$ cat src/rtl/tmr_pkg.sv
package tmr_pkg;
  typedef enum logic {
    MODE_TRIPLE  = 1'b0,
    MODE_SIMPLEX = 1'b1
  } tmr_mode_e;

  localparam int NUM_CH = 3;
  localparam logic [1:0] FAILED_NONE = 2'd3;
endpackage

$ cat src/rtl/tmr_majority.sv
module tmr_majority #(
  parameter int WIDTH = 8
) (
  input  logic [WIDTH-1:0] in_a,
  input  logic [WIDTH-1:0] in_b,
  input  logic [WIDTH-1:0] in_c,
  output logic [WIDTH-1:0] voted
);
  // one three-input voter per bit
  for (genvar i = 0; i < WIDTH; i++) begin : g_bit
    assign voted[i] = (in_a[i] & in_b[i]) | (in_a[i] & in_c[i]) | (in_b[i] & in_c[i]);
  end
endmodule

$ cat src/rtl/tmr_disagree.sv
module tmr_disagree #(
  parameter int WIDTH = 8
) (
  input  logic [WIDTH-1:0] in_a,
  input  logic [WIDTH-1:0] in_b,
  input  logic [WIDTH-1:0] in_c,
  output logic [2:0]       suspect,
  output logic             any_diff,
  output logic             three_way
);
  logic eq_ab, eq_bc, eq_ac;

  assign eq_ab = (in_a == in_b);
  assign eq_bc = (in_b == in_c);
  assign eq_ac = (in_a == in_c);

  // the odd one out against an agreeing pair
  assign suspect[0] = eq_bc & ~eq_ab;
  assign suspect[1] = eq_ac & ~eq_ab;
  assign suspect[2] = eq_ab & ~eq_bc;

  assign any_diff  = ~(eq_ab & eq_bc);
  assign three_way = ~eq_ab & ~eq_bc & ~eq_ac;
endmodule

$ cat src/rtl/tmr_confirm.sv
module tmr_confirm #(
  parameter int CONFIRM = 3
) (
  input  logic       clk,
  input  logic       rst,
  input  logic       en,
  input  logic [2:0] suspect,
  output logic [2:0] hit
);
  localparam int CNT_W = $clog2(CONFIRM + 1);
  localparam logic [CNT_W-1:0] LAST = CNT_W'(CONFIRM - 1);
  localparam logic [CNT_W-1:0] TOP  = CNT_W'(CONFIRM);

  for (genvar i = 0; i < tmr_pkg::NUM_CH; i++) begin : g_ch
    logic [CNT_W-1:0] run_q;

    always_ff @(posedge clk) begin
      if (rst) begin
        run_q <= '0;
      end else if (en) begin
        if (!suspect[i])   run_q <= '0;
        else if (run_q != TOP) run_q <= run_q + 1'b1;
      end
    end

    assign hit[i] = en & suspect[i] & (run_q == LAST);
  end
endmodule

$ cat src/rtl/tmr_vote_guard.sv
module tmr_vote_guard #(
  parameter int WIDTH   = 8,
  parameter int CONFIRM = 3
) (
  input  logic             clk,
  input  logic             rst,
  input  logic             in_valid,
  input  logic [WIDTH-1:0] ch_a,
  input  logic [WIDTH-1:0] ch_b,
  input  logic [WIDTH-1:0] ch_c,
  output logic             out_valid,
  output logic [WIDTH-1:0] out_word,
  output logic             out_err,
  output logic             out_uncorr,
  output logic             out_mode,
  output logic [1:0]       out_failed
);
  import tmr_pkg::*;

  tmr_mode_e        mode_q;
  logic [1:0]       failed_q;
  logic [WIDTH-1:0] voted, single_word;
  logic [2:0]       suspect, hit;
  logic             any_diff, three_way, triple_en;

  tmr_majority #(.WIDTH(WIDTH)) u_maj (
    .in_a(ch_a), .in_b(ch_b), .in_c(ch_c), .voted(voted)
  );

  tmr_disagree #(.WIDTH(WIDTH)) u_dd (
    .in_a(ch_a), .in_b(ch_b), .in_c(ch_c),
    .suspect(suspect), .any_diff(any_diff), .three_way(three_way)
  );

  assign triple_en = in_valid & (mode_q == MODE_TRIPLE);

  tmr_confirm #(.CONFIRM(CONFIRM)) u_conf (
    .clk(clk), .rst(rst), .en(triple_en), .suspect(suspect), .hit(hit)
  );

  // the lowest-indexed survivor carries the data in simplex mode
  assign single_word = (failed_q == 2'd0) ? ch_b : ch_a;

  always_ff @(posedge clk) begin
    if (rst) begin
      mode_q     <= MODE_TRIPLE;
      failed_q   <= FAILED_NONE;
      out_valid  <= 1'b0;
      out_word   <= '0;
      out_err    <= 1'b0;
      out_uncorr <= 1'b0;
    end else begin
      out_valid  <= in_valid;
      out_err    <= in_valid & any_diff;
      out_uncorr <= triple_en & three_way;
      if (triple_en) begin
        if (!three_way) out_word <= voted;
        if (|hit) begin
          mode_q   <= MODE_SIMPLEX;
          failed_q <= hit[0] ? 2'd0 : (hit[1] ? 2'd1 : 2'd2);
        end
      end else if (in_valid) begin
        out_word <= single_word;
      end
    end
  end

  assign out_mode   = mode_q;
  assign out_failed = failed_q;
endmodule

$ cat config.mk
export PLATFORM = sky130hd
export DESIGN_NAME = tmr_vote_guard
export DESIGN_NICKNAME = d
export VERILOG_FILES = /design/src/rtl/tmr_pkg.sv /design/src/rtl/tmr_majority.sv /design/src/rtl/tmr_disagree.sv /design/src/rtl/tmr_confirm.sv /design/src/rtl/tmr_vote_guard.sv
export SDC_FILE = /design/constraint.sdc
export NUM_CORES = 1
export LEC_CHECK = 0
export BUFFER_PORTS_ARGS = -buffer_cell sky130_fd_sc_hd__buf_2
export CORE_MARGIN = 3
export CORE_UTILIZATION = 53
export DETAILED_ROUTE_END_ITERATION = 6
export MAX_ROUTING_LAYER = met4
export PLACE_DENSITY_LB_ADDON = 0.25
export SYNTH_ARGS = -nofsm -noshare
export SYNTH_HDL_FRONTEND = slang
export SYNTH_SLANG_ARGS = --single-unit
$ cat constraint.sdc
create_clock -name clk -period 2.1 [get_ports clk]
set_input_delay 0.315 -clock clk [delete_from_list [all_inputs] [get_ports clk]]
set_output_delay 0.315 -clock clk [all_outputs]
set_load 0.01 [all_outputs]
# --- Word-level counts from Yosys, hierarchy flattened ---
# Cells that the tools add are included.
word_totals:
  ff_bits: 20
  elab_cells: 105
classes:
  addsub: 3
  eq_ne: 13
  muxes: 12
  bitwise_logic: 60
  n_reduce_logical: 8
ops:
  columns: ["cell", "n"]
  rows:
  - ["$and A1 B1 Y1", 39]
  - ["$mux W8", 4]
  - ["$eq A8 B8 Y1", 3]
  - ["$mux W2", 8]
  - ["$or A1 B1 Y1", 16]
  - ["$ne A2 B2 Y1 const B", 7]
  - ["$reduce_and A2 Y1", 5]
  - ["$add A2 B1 Y2 const B", 3]
  - ["$eq A2 B2 Y1 const B", 3]
  - ["$not A1 Y1", 5]
  - ["$reduce_or A3 Y1", 1]
  - ["$logic_not A2 Y1", 1]
  - ["$reduce_bool A2 Y1", 1]

# --- Longest topological paths before layout ---
logic_depth:
  ltp_word: 7
  ltp_mapped: 5
  ltp_nobuf: 5

# --- Cells and area by module ---
# A second synthesis with hierarchy kept.
unflattened:
  hier_cells: 158
  area_unflattened_um2: 1497.7
modules_own_cells:
  columns: ["module", "instances", "cells_per_inst", "area_each_um2"]
  rows:
  - ["tmr_vote_guard", 1, 72, 730.7]
  - ["tmr_confirm", 1, 40, 386.6]
  - ["tmr_disagree", 1, 38, 290.3]
  - ["tmr_majority", 1, 8, 90.1]

# --- Worst setup path after synthesis ---
# Ideal clock, no wire load.
synth_timing:
  kind: "in2reg"
  startpoint: "input port ch_a[5]"
  endpoint: "register failed_q[0] (netlist: out_failed[0])"
  setup_time_ns: 0.120
  arrival_time_ns: 1.776
  t_required_ns: 1.980
  path_slack_ns: 0.204
  stages: 5
  path_buffers: 0
  path_cell_list: "ha_1 -> or4_4 -> a211oi_4 -> a2bb2oi_1 -> a211o_1"
synth_between:
  elab_chain_cells: 7
  word_cells_on_any_way: 16
synth_lines:
  columns: ["element", "line_no", "text"]
  rows:
  - ["start, declared", "tmr_vote_guard.sv:8", "input logic [WIDTH-1:0] ch_a,"]
  - ["$eq A8 B8 Y1", "tmr_disagree.sv:13", "assign eq_ab = (in_a == in_b);"]
  - ["$not A1 Y1", "tmr_disagree.sv:18, tmr_disagree.sv:19", null]
  - ["$and A1 B1 Y1 (on tied branches)", "tmr_disagree.sv:18, tmr_disagree.sv:19", null]
  - ["$and A1 B1 Y1 (2 in series)", "tmr_confirm.sv:26", "assign hit[i] = en & suspect[i] & (run_q == LAST);"]
  - ["$reduce_or A3 Y1 or $mux W2 (tied branches)", "tmr_vote_guard.sv:58, tmr_vote_guard.sv:60", null]
  - ["$reduce_and A2 Y1 (no source line) or $mux W2 (tied branches)", null, null]
  - ["end signal, assigned", "tmr_vote_guard.sv:60", "failed_q <= hit[0] ? 2'd0 : (hit[1] ? 2'd1 : 2'd2);"]
  - ["end, declared", "tmr_vote_guard.sv:21", "logic [1:0] failed_q;"]
# Several ways; a longest one is shown, not always the timed one.
# A chain may end at the register's enable or synchronous reset.

# --- Worst setup path after layout ---
# Ends and elaborated chain as after synthesis.

==> summary.txt <==
status = completed
share of the clock period used by the worst path after layout = 0.865
count of instances resized after the clock tree is built = 0
number of design rule violations left after detail routing = 0
critical path peak fanout = 4
I/O Buffers = 40
total inserted antenna cells = 0
global routing usage on met2 = 0.415
Critical Path, Cell by Cell = buf_2, ha_1, or4_4, o21ai_1, nor3b_1, a211o_1
final weighted congestion in routability-driven placement = 0.945
post-route clock skew = 0.00153 ns
fraction of post-synthesis cell area in the top cell type by area = 0.256
Worst-Skew Late Latency = 0.30 ns
worst r2r src = out_failed[1]
clock-pin slew on the worst setup and hold paths = 0.11 ns
Sink Count = 20
family with the most delay on the worst path = simple AND/OR/NAND/NOR gates
class of the tightest hold or removal check = in2reg
Synth Warn # = 0
GRT overflow = 0
slew at the pin with the worst max-slew slack = 0.667 ns
internal power contribution = 0.660 mW
static power due to leakage = 0.875 nW
TritonCTS clock tree = done
initial antenna violation count = 0
height of the die = 60.3 um
first-pass GRT wire length = 6390 um
highest cell delay on the worst timing path = 0.59 ns
# fillers = 231
endpoint of the worst register-to-register path = out_word[4]
number of global-route vias before repair = 1488
I/O pins = 41
placement-stage cell area = 0.00183 mm^2
largest buffer count on any clock path = 2
net count reported at finish = 268
worst setup path startpoint = ch_a[5]
router iterations before antenna repair = 4
total number of vias = 1501
Hold Crit Start = in_valid
part of the total power dissipated in sequential elements = 0.438
library cell used as clock root buffer = sky130_fd_sc_hd__clkbuf_4
Pins Over Slew Limit = 0
area enclosed by the die boundary = 0.00364 mm^2
arrival time reported for the critical path endpoint = 2.02 ns
Slew Limit Headroom = 0.554
total clock buffers created by CTS = 3
busiest grt layer = met2
cell types occupying the most area after synthesis = sky130_fd_sc_hd__dfxtp_1, sky130_fd_sc_hd__ha_1, sky130_fd_sc_hd__nand2b_1
critical path startpoint category = primary input
Combinational Power Share = 0.206
top cell type by total area after synthesis = sky130_fd_sc_hd__dfxtp_1
post-layout minimum cycle time = 1.82 ns
most common cell after layout, fill and taps aside = sky130_fd_sc_hd__buf_2
Post-Synthesis Net Count = 222
max-capacitance violation count = 0
fraction of met3 tracks used by global routing = 0.0324
clock group share of total power = 0.357
r2r worst-path depth = 4
net switching fraction of the power = 0.249
power per cell area = 466 mW/mm^2
Final ANT Viol Nets = 0
hold slack final = 0.363 ns
pin count of the biggest net entering global routing = 33
core region area = 0.00278 mm^2
sum of negative setup slack = 0 ns
initial cell density of the core = 0.562
Placement Rows = 19
summed instance area of the synthesized netlist = 0.00156 mm^2
RSZ-0062 raised after global routing = no
final standard cell utilization of the core = 0.678
half-perimeter wire length after placement = 3220 um
cell count after synthesis = 165
Mean Syn Cell Area = 9.47 um^2
hold buffers post-CTS = 0
required arrival time at the worst endpoint = 2.30 ns
worst-case vdd ir drop = 0.451 mV
GR Layer Usage met1 = 0.287
number of register bits inferred by synthesis = 20
instance count along the most critical hold path = 3
commonest cells after routing, fill and taps aside = sky130_fd_sc_hd__buf_2, sky130_fd_sc_hd__ha_1, sky130_fd_sc_hd__dfxtp_1
unique cell type count in the Yosys netlist = 35
endpoint class of the critical path = register
cell with the biggest individual delay on the critical path = sky130_fd_sc_hd__or4_4
overall power consumption = 0.879 mW
Psw = 0.219 mW
R2R Setup Slk = 0.34 ns
Post-CTS Setup Repair Bufs = 0
classification of the worst setup path = in2reg
worst hold path endpoint = out_valid
routed vias/inst = 6.23
drt first-iter violations = 53
horizontal die dimension = 60.3 um
Seq/Total Area, Yosys = 0.256
ratio of cells with drive above 1 in the final layout = 0.300
GRT Overall Usage = 0.242
Detailed Route WL = 4110 um
H-tree levels = 1
Layout area overhead = 20.7%
WL per Instance = 17.1 um
Peak Freq = 550 MHz
Final Cell Area = 0.00189 mm^2
crit path buf inv count = 1
count of endpoints failing hold in the final timing report = 0
count of endpoints failing setup in the final report = 0
cells in the mapped netlist:
library cell / instances
sky130_fd_sc_hd__nor2_1: 6
sky130_fd_sc_hd__and2_4: 1
sky130_fd_sc_hd__inv_1: 5
sky130_fd_sc_hd__a211oi_2: 1
sky130_fd_sc_hd__nor3_1: 1
sky130_fd_sc_hd__nor4_2: 2
sky130_fd_sc_hd__a31o_2: 1
sky130_fd_sc_hd__mux2i_1: 8
sky130_fd_sc_hd__nor3b_1: 2
sky130_fd_sc_hd__o41ai_4: 1
sky130_fd_sc_hd__nand3_1: 2
sky130_fd_sc_hd__nor4_1: 11
sky130_fd_sc_hd__a2bb2oi_1: 1
sky130_fd_sc_hd__or2_2: 1
sky130_fd_sc_hd__nand2b_1: 14
sky130_fd_sc_hd__clkbuf_1: 6
sky130_fd_sc_hd__a31oi_1: 2
sky130_fd_sc_hd__a311o_1: 8
sky130_fd_sc_hd__nor2b_1: 1
sky130_fd_sc_hd__o21ai_1: 1
sky130_fd_sc_hd__buf_2: 1
sky130_fd_sc_hd__o32ai_1: 2
sky130_fd_sc_hd__and2_1: 1
sky130_fd_sc_hd__or4_1: 2
sky130_fd_sc_hd__nor2_2: 1
sky130_fd_sc_hd__a21oi_1: 3
sky130_fd_sc_hd__a211o_1: 1
sky130_fd_sc_hd__o21ai_0: 8
sky130_fd_sc_hd__a21o_1: 3
sky130_fd_sc_hd__ha_1: 30
sky130_fd_sc_hd__dfxtp_1: 20
sky130_fd_sc_hd__a211oi_4: 1
sky130_fd_sc_hd__o2bb2ai_1: 4
sky130_fd_sc_hd__nand2_1: 11
sky130_fd_sc_hd__or4_4: 2
tightest hold or removal path, cell delays in order:
cell and delay (ns):
sky130_fd_sc_hd__buf_2 0.16, sky130_fd_sc_hd__nand2b_1 0.11, sky130_fd_sc_hd__inv_1 0.06
kinds of logic (layout without fill, tap and decap cells):
logic type	Yosys count	count (layout)	share of synthesized area
AOI/OAI and AO/OA	37	37	0.201
buffers and inverters	12	57	0.0296
DFF	20	20	0.256
and+or+nand+nor	58	58	0.222
adders and majority gates	30	30	0.240
muxes	8	8	0.0512
power by group through the flow:
stage                     Combinational, mW  Clock [mW]  Sequential (mW)
after floorplan                      0.0947           0            0.396
after global placement                0.167           0            0.393
after detailed placement              0.177           0            0.394
after CTS                             0.179       0.319            0.385
after global routing                  0.198       0.338            0.385
final                                 0.181       0.313            0.385
per-stage QoR:
step	setup WS, ns	std cells
after floorplan	0.204	165
after global placement	0.0364	237
after detailed placement	-0.0109	237
after CTS	0.286	241
after global routing	0.238	241
final	0.283	241
routing by layer:
| layer | vias to the layer above | wire length, um |
|---|---|---|
| li1 | 720 | - |
| met1 | 705 | 1700 |
| met2 | 64 | 2020 |
| met3 | 12 | 285 |
| met4 | 0 | 106 |
| met5 | - | 0 |
area by class of cell:
cell class              instances  area [um^2]  area share
flip-flops and latches         20          400       0.212
clock inverters                 1         30.0      0.0159
repair buffers                 48          260       0.138
well taps                      31         38.8      0.0206
clock buffers                   3         22.5      0.0119
multi-input cells             133         1120       0.592
inverters                       5         18.8     0.00995
sequential cells by signal (all words and copies together), names as in the netlist:
register,count
out_word,8
out_mode,1
out_failed,2
out_valid,1
u_conf.g_ch.run_q,6
out_err,1
out_uncorr,1
worst max path at each step:
stage / slack (ns) / to / cells past startpoint
after CTS: 0.29 / out_failed[0] / 6
after floorplan: 0.20 / out_failed[0] / 5
after detailed placement: -0.01 / u_conf.g_ch[1].run_q[1] / 6
final: 0.28 / out_failed[0] / 6
after global placement: 0.04 / u_conf.g_ch[1].run_q[0] / 6
after global routing: 0.24 / out_failed[0] / 6
Note: power is estimated with default switching activity, not from simulation.
